==> src/rtl/ser5_pkg.sv <==
package ser5_pkg;
    localparam int LANES = 5;
    localparam int SYM_W = 2 * LANES;
    localparam int PH_W  = $clog2(LANES);
    localparam int LAST_PH = LANES - 1;

    typedef enum logic {
        ORD_LANE0_FIRST = 1'b0,
        ORD_LANEN_FIRST = 1'b1
    } order_e;

    typedef logic [LANES-1:0] lane_t;
    typedef logic [SYM_W-1:0] sym_t;
    typedef logic [PH_W-1:0]  phase_t;

    typedef struct packed {
        lane_t  bits;
        order_e ord;
    } load_t;

    function automatic lane_t half_of(sym_t s, logic hi);
        return hi ? s[SYM_W-1:LANES] : s[LANES-1:0];
    endfunction
endpackage

==> src/rtl/ser5_phase.sv <==
module ser5_phase
    import ser5_pkg::*;
(
    input  logic clk,
    input  logic rst,
    output logic stb
);
    phase_t cnt;

    always_ff @(posedge clk) begin
        if (rst) begin
            cnt <= '0;
        end else if (cnt == phase_t'(LAST_PH)) begin
            cnt <= '0;
        end else begin
            cnt <= cnt + phase_t'(1);
        end
    end

    assign stb = (cnt == phase_t'(LAST_PH));
endmodule

==> src/rtl/ser5_split.sv <==
module ser5_split
    import ser5_pkg::*;
(
    input  logic  clk,
    input  logic  rst,
    input  logic  stb,
    input  logic  sym_sel,
    input  sym_t  sym_in,
    input  lane_t word_in,
    output lane_t ld_bits,
    output logic  hi_now
);
    logic hi_q;

    // Half pointer: toggles on each symbol-mode load, cleared by a plain load.
    always_ff @(posedge clk) begin
        if (rst) begin
            hi_q <= 1'b0;
        end else if (stb) begin
            hi_q <= sym_sel ? ~hi_q : 1'b0;
        end
    end

    assign ld_bits = sym_sel ? half_of(sym_in, hi_q) : word_in;
    assign hi_now  = sym_sel & hi_q;
endmodule

==> src/rtl/ser5_shifter.sv <==
module ser5_shifter
    import ser5_pkg::*;
(
    input  logic   clk,
    input  logic   rst,
    input  logic   stb,
    input  load_t  ld,
    output logic   ser,
    output order_e ord_q
);
    lane_t sr;

    always_ff @(posedge clk) begin
        if (rst) begin
            sr    <= '0;
            ord_q <= ORD_LANE0_FIRST;
        end else if (stb) begin
            sr    <= ld.bits;
            ord_q <= ld.ord;
        end else if (ord_q == ORD_LANE0_FIRST) begin
            sr <= {1'b0, sr[LANES-1:1]};
        end else begin
            sr <= {sr[LANES-2:0], 1'b0};
        end
    end

    assign ser = (ord_q == ORD_LANE0_FIRST) ? sr[0] : sr[LANES-1];
endmodule

==> src/rtl/ser5_serializer.sv <==
module ser5_serializer
    import ser5_pkg::*;
(
    input  logic       clk,
    input  logic       rst,
    input  logic       cfg_rev,
    input  logic [4:0] word_in,
    input  logic       sym_sel,
    input  logic [9:0] sym_in,
    output logic       ser_out,
    output logic       load_stb,
    output logic       sym_done
);
    lane_t  ld_bits;
    logic   hi_now;
    load_t  ld;
    order_e ord_q;

    ser5_phase u_phase (
        .clk (clk),
        .rst (rst),
        .stb (load_stb)
    );

    ser5_split u_split (
        .clk     (clk),
        .rst     (rst),
        .stb     (load_stb),
        .sym_sel (sym_sel),
        .sym_in  (sym_in),
        .word_in (word_in),
        .ld_bits (ld_bits),
        .hi_now  (hi_now)
    );

    always_comb begin
        ld.bits = ld_bits;
        ld.ord  = order_e'(cfg_rev);
    end

    ser5_shifter u_shift (
        .clk   (clk),
        .rst   (rst),
        .stb   (load_stb),
        .ld    (ld),
        .ser   (ser_out),
        .ord_q (ord_q)
    );

    assign sym_done = load_stb & hi_now;
endmodule

==> config.mk <==
export PLATFORM = sky130hd
export DESIGN_NAME = ser5_serializer
export DESIGN_NICKNAME = d
export VERILOG_FILES = /design/src/rtl/ser5_pkg.sv /design/src/rtl/ser5_phase.sv /design/src/rtl/ser5_split.sv /design/src/rtl/ser5_shifter.sv /design/src/rtl/ser5_serializer.sv
export SDC_FILE = /design/constraint.sdc
export NUM_CORES = 1
export LEC_CHECK = 0
export CORE_AREA = 2 2 39 41
export CTS_BUF_LIST = sky130_fd_sc_hd__clkbuf_8
export CTS_CLUSTER_SIZE = 30
export DETAILED_ROUTE_END_ITERATION = 10
export DIE_AREA = 0 0 41 43
export DONT_BUFFER_PORTS = 1
export PLACE_DENSITY = 0.62
export REMOVE_ABC_BUFFERS = 1
export SYNTH_ARGS = -nofsm -noshare
export SYNTH_HDL_FRONTEND = slang
export SYNTH_SLANG_ARGS = --single-unit
==> constraint.sdc <==
create_clock -name clk -period 2.1 [get_ports clk]
set_input_delay 0.315 -clock clk [delete_from_list [all_inputs] [get_ports clk]]
set_output_delay 0.315 -clock clk [all_outputs]
set_load 0.005 [all_outputs]
Word-level counts from Yosys, hierarchy flattened:

Cells that the tools add are included.

* register bits after elaboration: 10
* bits in latches: 0
* bits in writable memories: 0
* ROM bits: 0
* input port bits: 19
* output and inout port bits: 3
* logic and storage cells: 16
* memories kept: 0

* add/sub/neg operators: 1
* multiply operators: 0
* divide/modulo/power cells: 0
* $lt $le $gt $ge: 0
* equal/unequal tests: 1
* shift operators: 0
* muxes and demuxes: 6
* bitwise operators: 3
* reduce and logical (&&, ||, !) cells: 1

Operator list (count)
* $mux W5: 4
* $add A3 B1 Y3 const B: 1
* $eq A3 B3 Y1 const B: 1
* $and A1 B1 Y1: 2
* $mux W1: 2
* $reduce_or A2 Y1: 1
* $not A1 Y1: 1

Depth between registers and ports, before layout:

Gate-level depths: netlist (run 1).

* word-level depth: 3
* gate-level depth with buffers: 6

By module:

From an unflattened synthesis (run 1), not the netlist that was laid out.

* cell total of the unflattened synthesis: 63
* area total of the unflattened synthesis: 568.0 µm²

By module, submodules not included
* ser5_shifter: instances 1, cells an instance 27, area each 270.3 µm²
* ser5_split: instances 1, cells an instance 22, area each 156.4 µm²
* ser5_phase: instances 1, cells an instance 13, area each 135.1 µm²
* ser5_serializer: instances 1, cells an instance 1, area each 6.3 µm²

Worst setup path after synthesis (run 1):

Ideal clock, no wire load.

* kind: register -> output
* start point: register u_phase.cnt[0]
* end point: output port sym_done
* arrival: 1213 ps
* required time: 1785 ps
* slack: 572 ps
* stages on the path, launching flop included: 6
* buffers on the path: 0
* cell sequence: dfxtp_1 -> inv_1 -> ha_1 -> nand2_1 -> clkinv_1 -> and3_2

* word-level cells in the longest chain between the ends: 2

Ends and longest elaborated chain
* start, declared: line ser5_phase.sv:8 `phase_t cnt;`
* start signal, assigned: line ser5_phase.sv:16 `cnt <= cnt + phase_t'(1);`
* $eq A3 B3 Y1: line ser5_phase.sv:20 `assign stb = (cnt == phase_t'(LAST_PH));`
* named net load_stb: line ser5_serializer.sv:11 `output logic load_stb,`
* $and A1 B1 Y1: line ser5_serializer.sv:50 `assign sym_done = load_stb & hi_now;`
* end, declared: line ser5_serializer.sv:12 `output logic sym_done`

The timed path passes the listed nets, and every way through them passes these cells.

Final worst setup path (run 1):

Ends and elaborated chain as after synthesis.

==> results of run 1 <==
-- cells in the mapped netlist (all sizes together) --
master and instances:
nor2 6, nand3b 4, clkbuf 2, nand2b 1, mux2i 6, buf 2, inv 4, a21oi 3
a31oi 2, nand2 4, clkinv 1, o21bai 3, and3 1, dfxtp 10, ha 2, a2111oi 3
nor3b 1, nand3 3, mux2 3
-- metal layers --
metal / vias to the layer above / share of wire [%] / GRT usage (%)
li1: 213 / - / -
met1: 176 / 50 / 20.7
met2: 12 / 45 / 15.3
met3: 0 / 4.8 / 1.57
met4: 0 / 0 / 6.00
met5: - / 0 / 0
-- critical path, stage by stage (launching register included) --
cell and delay [ps]:
dfxtp_1 350, inv_1 50, ha_1 200, nand2_1 230, clkinv_1 270, and3_2 290
-- cell type report --
class	instances	area share, %
clock buffers	4	9.28
inverters	5	3.16
multi-input cells	42	50.4
flip-flops and latches	10	33.8
well taps	16	3.38
-- sequential cells by signal, summed over array words and instances, names as in the netlist --
register       flops
u_shift.sr         5
u_split.hi_q       1
u_shift.ord_q      1
u_phase.cnt        3
-- through the flow --
stage | power [mW] | setup slack (ps) | util (%)
floorplan | 0.230 | 572 | -
detailed placement | 0.235 | 407 | 38.9
CTS | 0.470 | 151 | 42.9
finish | 0.466 | 171 | 42.9
global route | 0.489 | 11.2 | 42.9
global placement | 0.235 | 434 | 38.9
-- report_power, final --
| group | switching, mW | internal, mW | total [mW] |
|---|---|---|---|
| registers | 0.00541 | 0.198 | 0.203 |
| logic | 0.0139 | 0.0143 | 0.0282 |
| clock network | 0.0708 | 0.164 | 0.235 |
| total | 0.0901 | 0.376 | 0.466 |
-- path summary, 6_finish.rpt --
check,start,end,slack [ps]
setup reg to reg,u_phase.cnt[0],u_shift.sr[4],650
hold / removal,rst,u_split.hi_q,140
hold reg to reg,u_phase.cnt[0],u_phase.cnt[0],440
setup / recovery,u_phase.cnt[0],sym_done,170
-- cells by family (layout without fill, tap and decap cells) --
family | after synthesis | after routing | synth area share [%]
simple gates | 20 | 20 | 19.2
compound gates | 11 | 11 | 14.1
flops | 10 | 10 | 37.0
mux | 9 | 9 | 17.3
buf+inv | 9 | 9 | 7.85
fa+ha+maj | 2 | 2 | 4.62
==> flow_summary.json, run 1 <==
{
  "drv_slew": 0,
  "grt_overflow": 0,
  "htreeDepth": 1,
  "initial_core_util_pct": 39.2,
  "hold_viol": 0,
  "p_per_area_nw_per_um2": 787,
  "stdcell_count": 77,
  "rr_worst_depth": 6,
  "cp_max_fo": 9,
  "wl_per_cell_microns": 12.1,
  "num_antenna_cells": 0,
  "grt_pass1_wl_microns": 1500,
  "area_growth_pct": 9.47,
  "gp_congestion": 0.736,
  "syn_avg_cell_area_sq_um": 8.88,
  "drc": 0,
  "multi_input_area_sq_um": 299,
  "seq_area_sq_um": 200,
  "slew_headroom_pct": 74.9,
  "finalSetupTns_ps": 0,
  "hold_class": "primary input to register",
  "hold_ws_ps": 145,
  "synth_cells": 61,
  "mostFrequentLayoutCells": "dfxtp_1 (10), mux2i_1 (6), nor2_1 (6)",
  "drv_cap": 0,
  "place_hpwl_microns": 725,
  "fin_crit_sh_pct": 91.8,
  "dr.pass1.iters": 2,
  "postCtsSetupBuffers": 0,
  "drt-vias-per-instance": 5.21,
  "insertion_delay_ps": 230,
  "yosys.cell_types.count": 20,
  "start_kind": "register",
  "cts_made_buffers": 3,
  "cp-end-kind": "primary output",
  "rows": 14,
  "crit_arrival_ps": 1610,
  "track_usage_pct": 12.5,
  "rsz0062_at_grt": "no",
  "skew_ps": 4.04,
  "setup_viol": 0,
  "antenna_found_initial": 0,
  "hold_depth": 1,
  "place_area_sq_um": 538,
  "clockBufferDepth": 2,
  "nets": 83,
  "portBuffers": 0,
  "drive_above_1_share_pct": 13.1,
  "path_clk_slew_ps": 50,
  "clock.fmax_mhz": 518,
  "yosys_warnings": 0,
  "fill_cells": 135,
  "cts-hold-fix-buffers": 0,
  "dieHeight_microns": 43,
  "clockRootBuffer": "clkbuf_8",
  "ys_ff_latch": 10,
  "io_pins": 22,
  "peakVddDrop_uv": 329,
  "fin_area_sq_um": 593,
  "die_area_sq_um": 1760,
  "synthTopCellsByArea": "dfxtp_1 (37%), mux2i_1 (11%), mux2_2 (6.2%)",
  "status": "complete, no violations",
  "worstPathRequired_ps": 1780,
  "ctsResizeCount": 0,
  "vias": 401,
  "tightestPinTransition_ps": 366,
  "p_leak_nw": 0.201,
  "timing.final.crit_period_ps": 1930,
  "drt_iter0_drc": 4,
  "synth_area_leader_cell": "dfxtp_1",
  "path_class": "register to primary output",
  "grt_max_degree": 13,
  "ant_nets": 0,
  "die_w_microns": 41,
  "yosysSeqAreaShare_pct": 37.0,
  "post-place-cells": 73,
  "cts_sinks": 10,
  "wirelength_microns": 929,
  "first_global_vias": 355,
  "syn_area_sq_um": 542,
  "core_area_sq_um": 1380,
  "cts_tree": "done",
  "layout_commonest_cell": "dfxtp_1",
  "synth_top_area_share_pct": 37.0
}
Power figures use the tool's default switching activity.
==> inputs of run 2 (changes only) <==
CORE_AREA = 4 4 41 43   (was 2 2 39 41)
DIE_AREA = 0 0 45 47   (was 0 0 41 43)
==> flow_summary.json, run 2 (synthesized netlist as in run 1, its figures left out) <==
{
  "status": "complete, no violations",
  "mostFrequentLayoutCells": "dfxtp_1 (10), mux2i_1 (6), nor2_1 (6)",
  "multi_input_area_sq_um": 302,
  "timing.final.crit_period_ps": 1820,
  "path_class": "register to primary output",
  "skew_ps": 2.02,
  "post-place-cells": 72,
  "place_hpwl_microns": 807,
  "setup_viol": 0,
  "clockRootBuffer": "clkbuf_8",
  "track_usage_pct": 12.0,
  "first_global_vias": 394,
  "p_switching_uw": 95.6,
  "drc": 0,
  "ctsResizeCount": 0,
  "grt_max_degree": 13,
  "p_seq_share_pct": 43.1,
  "drive_above_1_share_pct": 16.4,
  "drt-vias-per-instance": 5.41,
  "cts-hold-fix-buffers": 0,
  "area_growth_pct": 10.4,
  "rsz0062_at_grt": "no",
  "hp-start": "rst",
  "path_clk_slew_ps": 50,
  "largest_reg_flops": 5,
  "postCtsSetupBuffers": 0,
  "antenna_found_initial": 0,
  "fin_crit_sh_pct": 86.5,
  "num_antenna_cells": 0,
  "clock.fmax_mhz": 551,
  "htreeDepth": 1,
  "seq_area_sq_um": 200,
  "p_leak_nw": 0.199,
  "nets": 83,
  "largest_registers": "u_shift.sr x5, u_phase.cnt x3",
  "drt_iter0_drc": 4,
  "wirelength_microns": 1080,
  "top_register": "u_shift.sr",
  "hold_viol": 0,
  "clkPwrFrac_pct": 50.5,
  "grt_pass1_wl_microns": 1710,
  "stdcell_count": 76,
  "fin_area_sq_um": 598,
  "gp_congestion": 0.771,
  "p_int_uw": 377,
  "initial_core_util_pct": 41.6,
  "cp-end-kind": "primary output",
  "insertion_delay_ps": 230,
  "layout_commonest_cell": "dfxtp_1",
  "worstPathRequired_ps": 1780,
  "cp_max_fo": 9,
  "rr_startpoint": "u_phase.cnt[0]",
  "portBuffers": 0,
  "combPwrFrac_pct": 6.4,
  "wl_per_cell_microns": 14.3,
  "ant_nets": 0,
  "start_kind": "register",
  "startpoint": "u_phase.cnt[0]",
  "clockBufferDepth": 2,
  "io_pins": 22,
  "swShare_pct": 20.2,
  "cts_sinks": 10,
  "die_area_sq_um": 2120,
  "tightestPinTransition_ps": 373,
  "dieHeight_microns": 47,
  "cts_made_buffers": 3,
  "crit_arrival_ps": 1500,
  "fill_cells": 135,
  "die_w_microns": 45,
  "drv_cap": 0,
  "dr.pass1.iters": 3,
  "peakVddDrop_uv": 425,
  "hold_ws_ps": 143,
  "vias": 411,
  "rows": 13,
  "p_per_area_nw_per_um2": 791,
  "hold_class": "primary input to register",
  "cts_tree": "done",
  "place_area_sq_um": 537,
  "slew_headroom_pct": 74.5,
  "total_power_uw": 473,
  "core_area_sq_um": 1300,
  "finalSetupTns_ps": 0,
  "grt_overflow": 0,
  "drv_slew": 0
}
run 2: path summary, 6_finish.rpt:
check                         to  slack [ps]  cells past startpoint
setup / recovery        sym_done         280                      5
hold / removal      u_split.hi_q         140                      1
hold reg to reg   u_phase.cnt[0]         450                      1
setup reg to reg   u_shift.sr[0]         760                      6
run 2: routing by layer:
| layer | GRT usage, % | vias to the layer above | part of all wire (%) |
|---|---|---|---|
| met5 | 0 | - | 0 |
| met4 | 8.77 | 0 | 2.4 |
| met3 | 5.36 | 2 | 7.2 |
| met2 | 16.4 | 15 | 47 |
| met1 | 14.8 | 179 | 43 |
| li1 | - | 215 | - |
run 2: metrics by stage:
stage	utilization, %	worst slack (ps)
2_1_floorplan	-	572
3_3_place_gp	41.3	433
3_5_place_dp	41.3	383
4_1_cts	45.5	122
5_1_grt	46.0	176
6_report	46.0	284
run 2: critical path, cell delays in order, from the launching register on:
cell and delay, ps:
dfxtp_1 350, inv_1 50, ha_1 210, nand2_2 180, clkinvlp_4 210, and3_2 260
run 2: cell type report:
class                   count  area share, %
clock buffers               4           9.21
flip-flops and latches     10           33.5
multi-input cells          42           50.4
inverters                   5           3.77
well taps                  15           3.14
run 2: power groups by stage:
stage / sequential, mW / combinational [mW] / clock [mW]
4_1_cts: 0.204 / 0.0292 / 0.244
2_1_floorplan: 0.206 / 0.0247 / 0
6_report: 0.204 / 0.0301 / 0.239
5_1_grt: 0.204 / 0.0369 / 0.256
3_3_place_gp: 0.207 / 0.0283 / 0
3_5_place_dp: 0.207 / 0.0289 / 0
==> inputs of run 3 (changes only) <==
ABC_AREA = 1   (was unset)
PLACE_DENSITY = 0.63   (was 0.62)
==> flow_summary.json, run 3 <==
{
  "largest_reg_flops": 5,
  "dr.pass1.iters": 4,
  "insertion_delay_ps": 240,
  "swShare_pct": 23.4,
  "syn_avg_cell_area_sq_um": 6.55,
  "num_antenna_cells": 0,
  "synth_top_flop_cell": "dfxtp_1",
  "die_w_microns": 45,
  "cts_sinks": 10,
  "syn_area_sq_um": 557,
  "rrSetupSlack_ps": 740,
  "path_class": "register to primary output",
  "layout_commonest_cell": "nand2_1",
  "finalSetupTns_ps": 0,
  "initial_core_util_pct": 42.8,
  "gp_congestion": 0.826,
  "setup_viol": 0,
  "crit_arrival_ps": 1200,
  "place_hpwl_microns": 929,
  "clockBufferDepth": 2,
  "crit_chain": "inv_1 > ha_1 > nand2_2 > inv_1",
  "grt_pass1_wl_microns": 1990,
  "post-place-cells": 99,
  "p_per_area_nw_per_um2": 813,
  "slew_headroom_pct": 84.3,
  "worst_r2r_endpoint": "u_shift.sr[2]",
  "cp_max_fo": 11,
  "drt_iter0_drc": 9,
  "mostFrequentLayoutCells": "nand2_1 (25), inv_1 (12), nand3_1 (12), dfxtp_1 (10), nor2_1 (9)",
  "antenna_found_initial": 0,
  "critPathCapture": "load_stb",
  "synth_top_area_share_pct": 36.0,
  "async_reset_ff_share_pct": 0,
  "clkPwrFrac_pct": 48.7,
  "cts-hold-fix-buffers": 0,
  "rows": 13,
  "clockRootBuffer": "clkbuf_8",
  "yosys.cell_types.count": 13,
  "drv_slew": 0,
  "cts_made_buffers": 3,
  "critPathTopFamily": "flip-flops",
  "p_seq_share_pct": 41.6,
  "hold_viol": 0,
  "vias": 500,
  "grt_overflow": 0,
  "tightestPinTransition_ps": 236,
  "largest_registers": "u_shift.sr x5, u_phase.cnt x3",
  "p_int_uw": 386,
  "skew_ps": 2.90,
  "timing.final.crit_period_ps": 1520,
  "synth_area_leader_cell": "dfxtp_1",
  "dieHeight_microns": 47,
  "htreeDepth": 1,
  "die_area_sq_um": 2120,
  "area_growth_pct": 11.2,
  "p_switching_uw": 118,
  "worst-path-stages": 4,
  "fin_area_sq_um": 619,
  "yosysMostFrequentCell": "nand2_1",
  "fin_crit_sh_pct": 72.3,
  "synthTopCellsByArea": "dfxtp_1 (36%), nand2_1 (17%), nand3_1 (11%)",
  "startpoint": "u_phase.cnt[0]",
  "crit_top_cell": "inv_1",
  "top_register": "u_shift.sr",
  "rr_worst_depth": 8,
  "rsz0062_at_grt": "no",
  "status": "complete, no violations",
  "first_global_vias": 501,
  "p_leak_nw": 0.283,
  "drive_above_1_share_pct": 10.2,
  "portBuffers": 0,
  "grt_max_degree": 12,
  "place_area_sq_um": 564,
  "yosys_warnings": 0,
  "ant_nets": 0,
  "wl_per_cell_microns": 11.5,
  "postCtsSetupBuffers": 0,
  "path_clk_slew_ps": 50,
  "worstPathRequired_ps": 1780,
  "ctsResizeCount": 0,
  "drc": 0,
  "slowest_delay_ps": 340,
  "combPwrFrac_pct": 9.8,
  "clock.fmax_mhz": 659,
  "hold_class": "primary input to register",
  "peakVddDrop_uv": 290,
  "path_buf_inv": 2,
  "ys_ff_latch": 10,
  "nets": 110,
  "ys_top_cells_by_count": "nand2_1 (25), inv_1 (12), nand3_1 (12)",
  "drv_cap": 0,
  "critPathSlowestCell": "dfxtp_1",
  "track_usage_pct": 13.9,
  "yosysSeqAreaShare_pct": 36.0,
  "cts_tree": "done",
  "core_area_sq_um": 1300,
  "synth_enable_flop_cells": 0,
  "synth_cells": 85,
  "io_pins": 22,
  "rr_startpoint": "u_phase.cnt[0]",
  "wirelength_microns": 1180,
  "stdcell_count": 103,
  "cp-end-kind": "primary output",
  "start_kind": "register",
  "drt-vias-per-instance": 4.85
}
[run 3: logic make-up after synthesis]
group           Yosys count  share of synthesized area, %
compound gates            8                          7.19
xor+xnor                  1                          1.57
fa+ha+maj                 2                          4.49
buf+inv                  14                          10.8
flops                    10                          36.0
simple gates             50                          40.0
[run 3: worst min-delay path by stage]
| stage | start | endpoint | slack [ps] | cells after the start |
|---|---|---|---|---|
| after floorplan | rst | u_shift.ord_q | 380 | 1 |
| after global placement | rst | u_shift.ord_q | 390 | 1 |
| after detailed placement | rst | u_shift.sr[2] | 390 | 1 |
| after CTS | rst | u_shift.sr[2] | 140 | 1 |
| after global routing | rst | u_shift.ord_q | 130 | 1 |
| final | rst | u_shift.sr[2] | 140 | 1 |
[run 3: through the flow]
stage	setup slack, ps	util (%)	hold slack (ps)	total power, mW
global route	481	47.6	133	0.531
global placement	777	43.4	388	0.262
detailed placement	741	43.4	390	0.263
floorplan	876	-	384	0.253
CTS	567	47.6	135	0.512
finish	581	47.6	140	0.503
[run 3: per-layer routing]
layer  GRT usage [%]  wire length, microns  up-vias
met3            4.98                    79        4
met5               0                     0        -
li1                -                     -      269
met1            15.0                   506      212
met4            11.1                    23        0
met2            22.0                   572       15
[run 3: layout make-up]
cell class	instances	area [sq um]
tap	15	18.8
inverter	13	48.8
multi-input combinational	61	297
sequential	10	200
clock buffer	4	55.1
fill	155	682
[run 3: power by group through the flow]
stage / logic [mW] / registers, mW / clock network, mW
global placement: 0.0486 / 0.213 / 0
finish: 0.0492 / 0.209 / 0.245
CTS: 0.0498 / 0.209 / 0.253
detailed placement: 0.0496 / 0.213 / 0
global route: 0.0580 / 0.210 / 0.263
floorplan: 0.0417 / 0.212 / 0
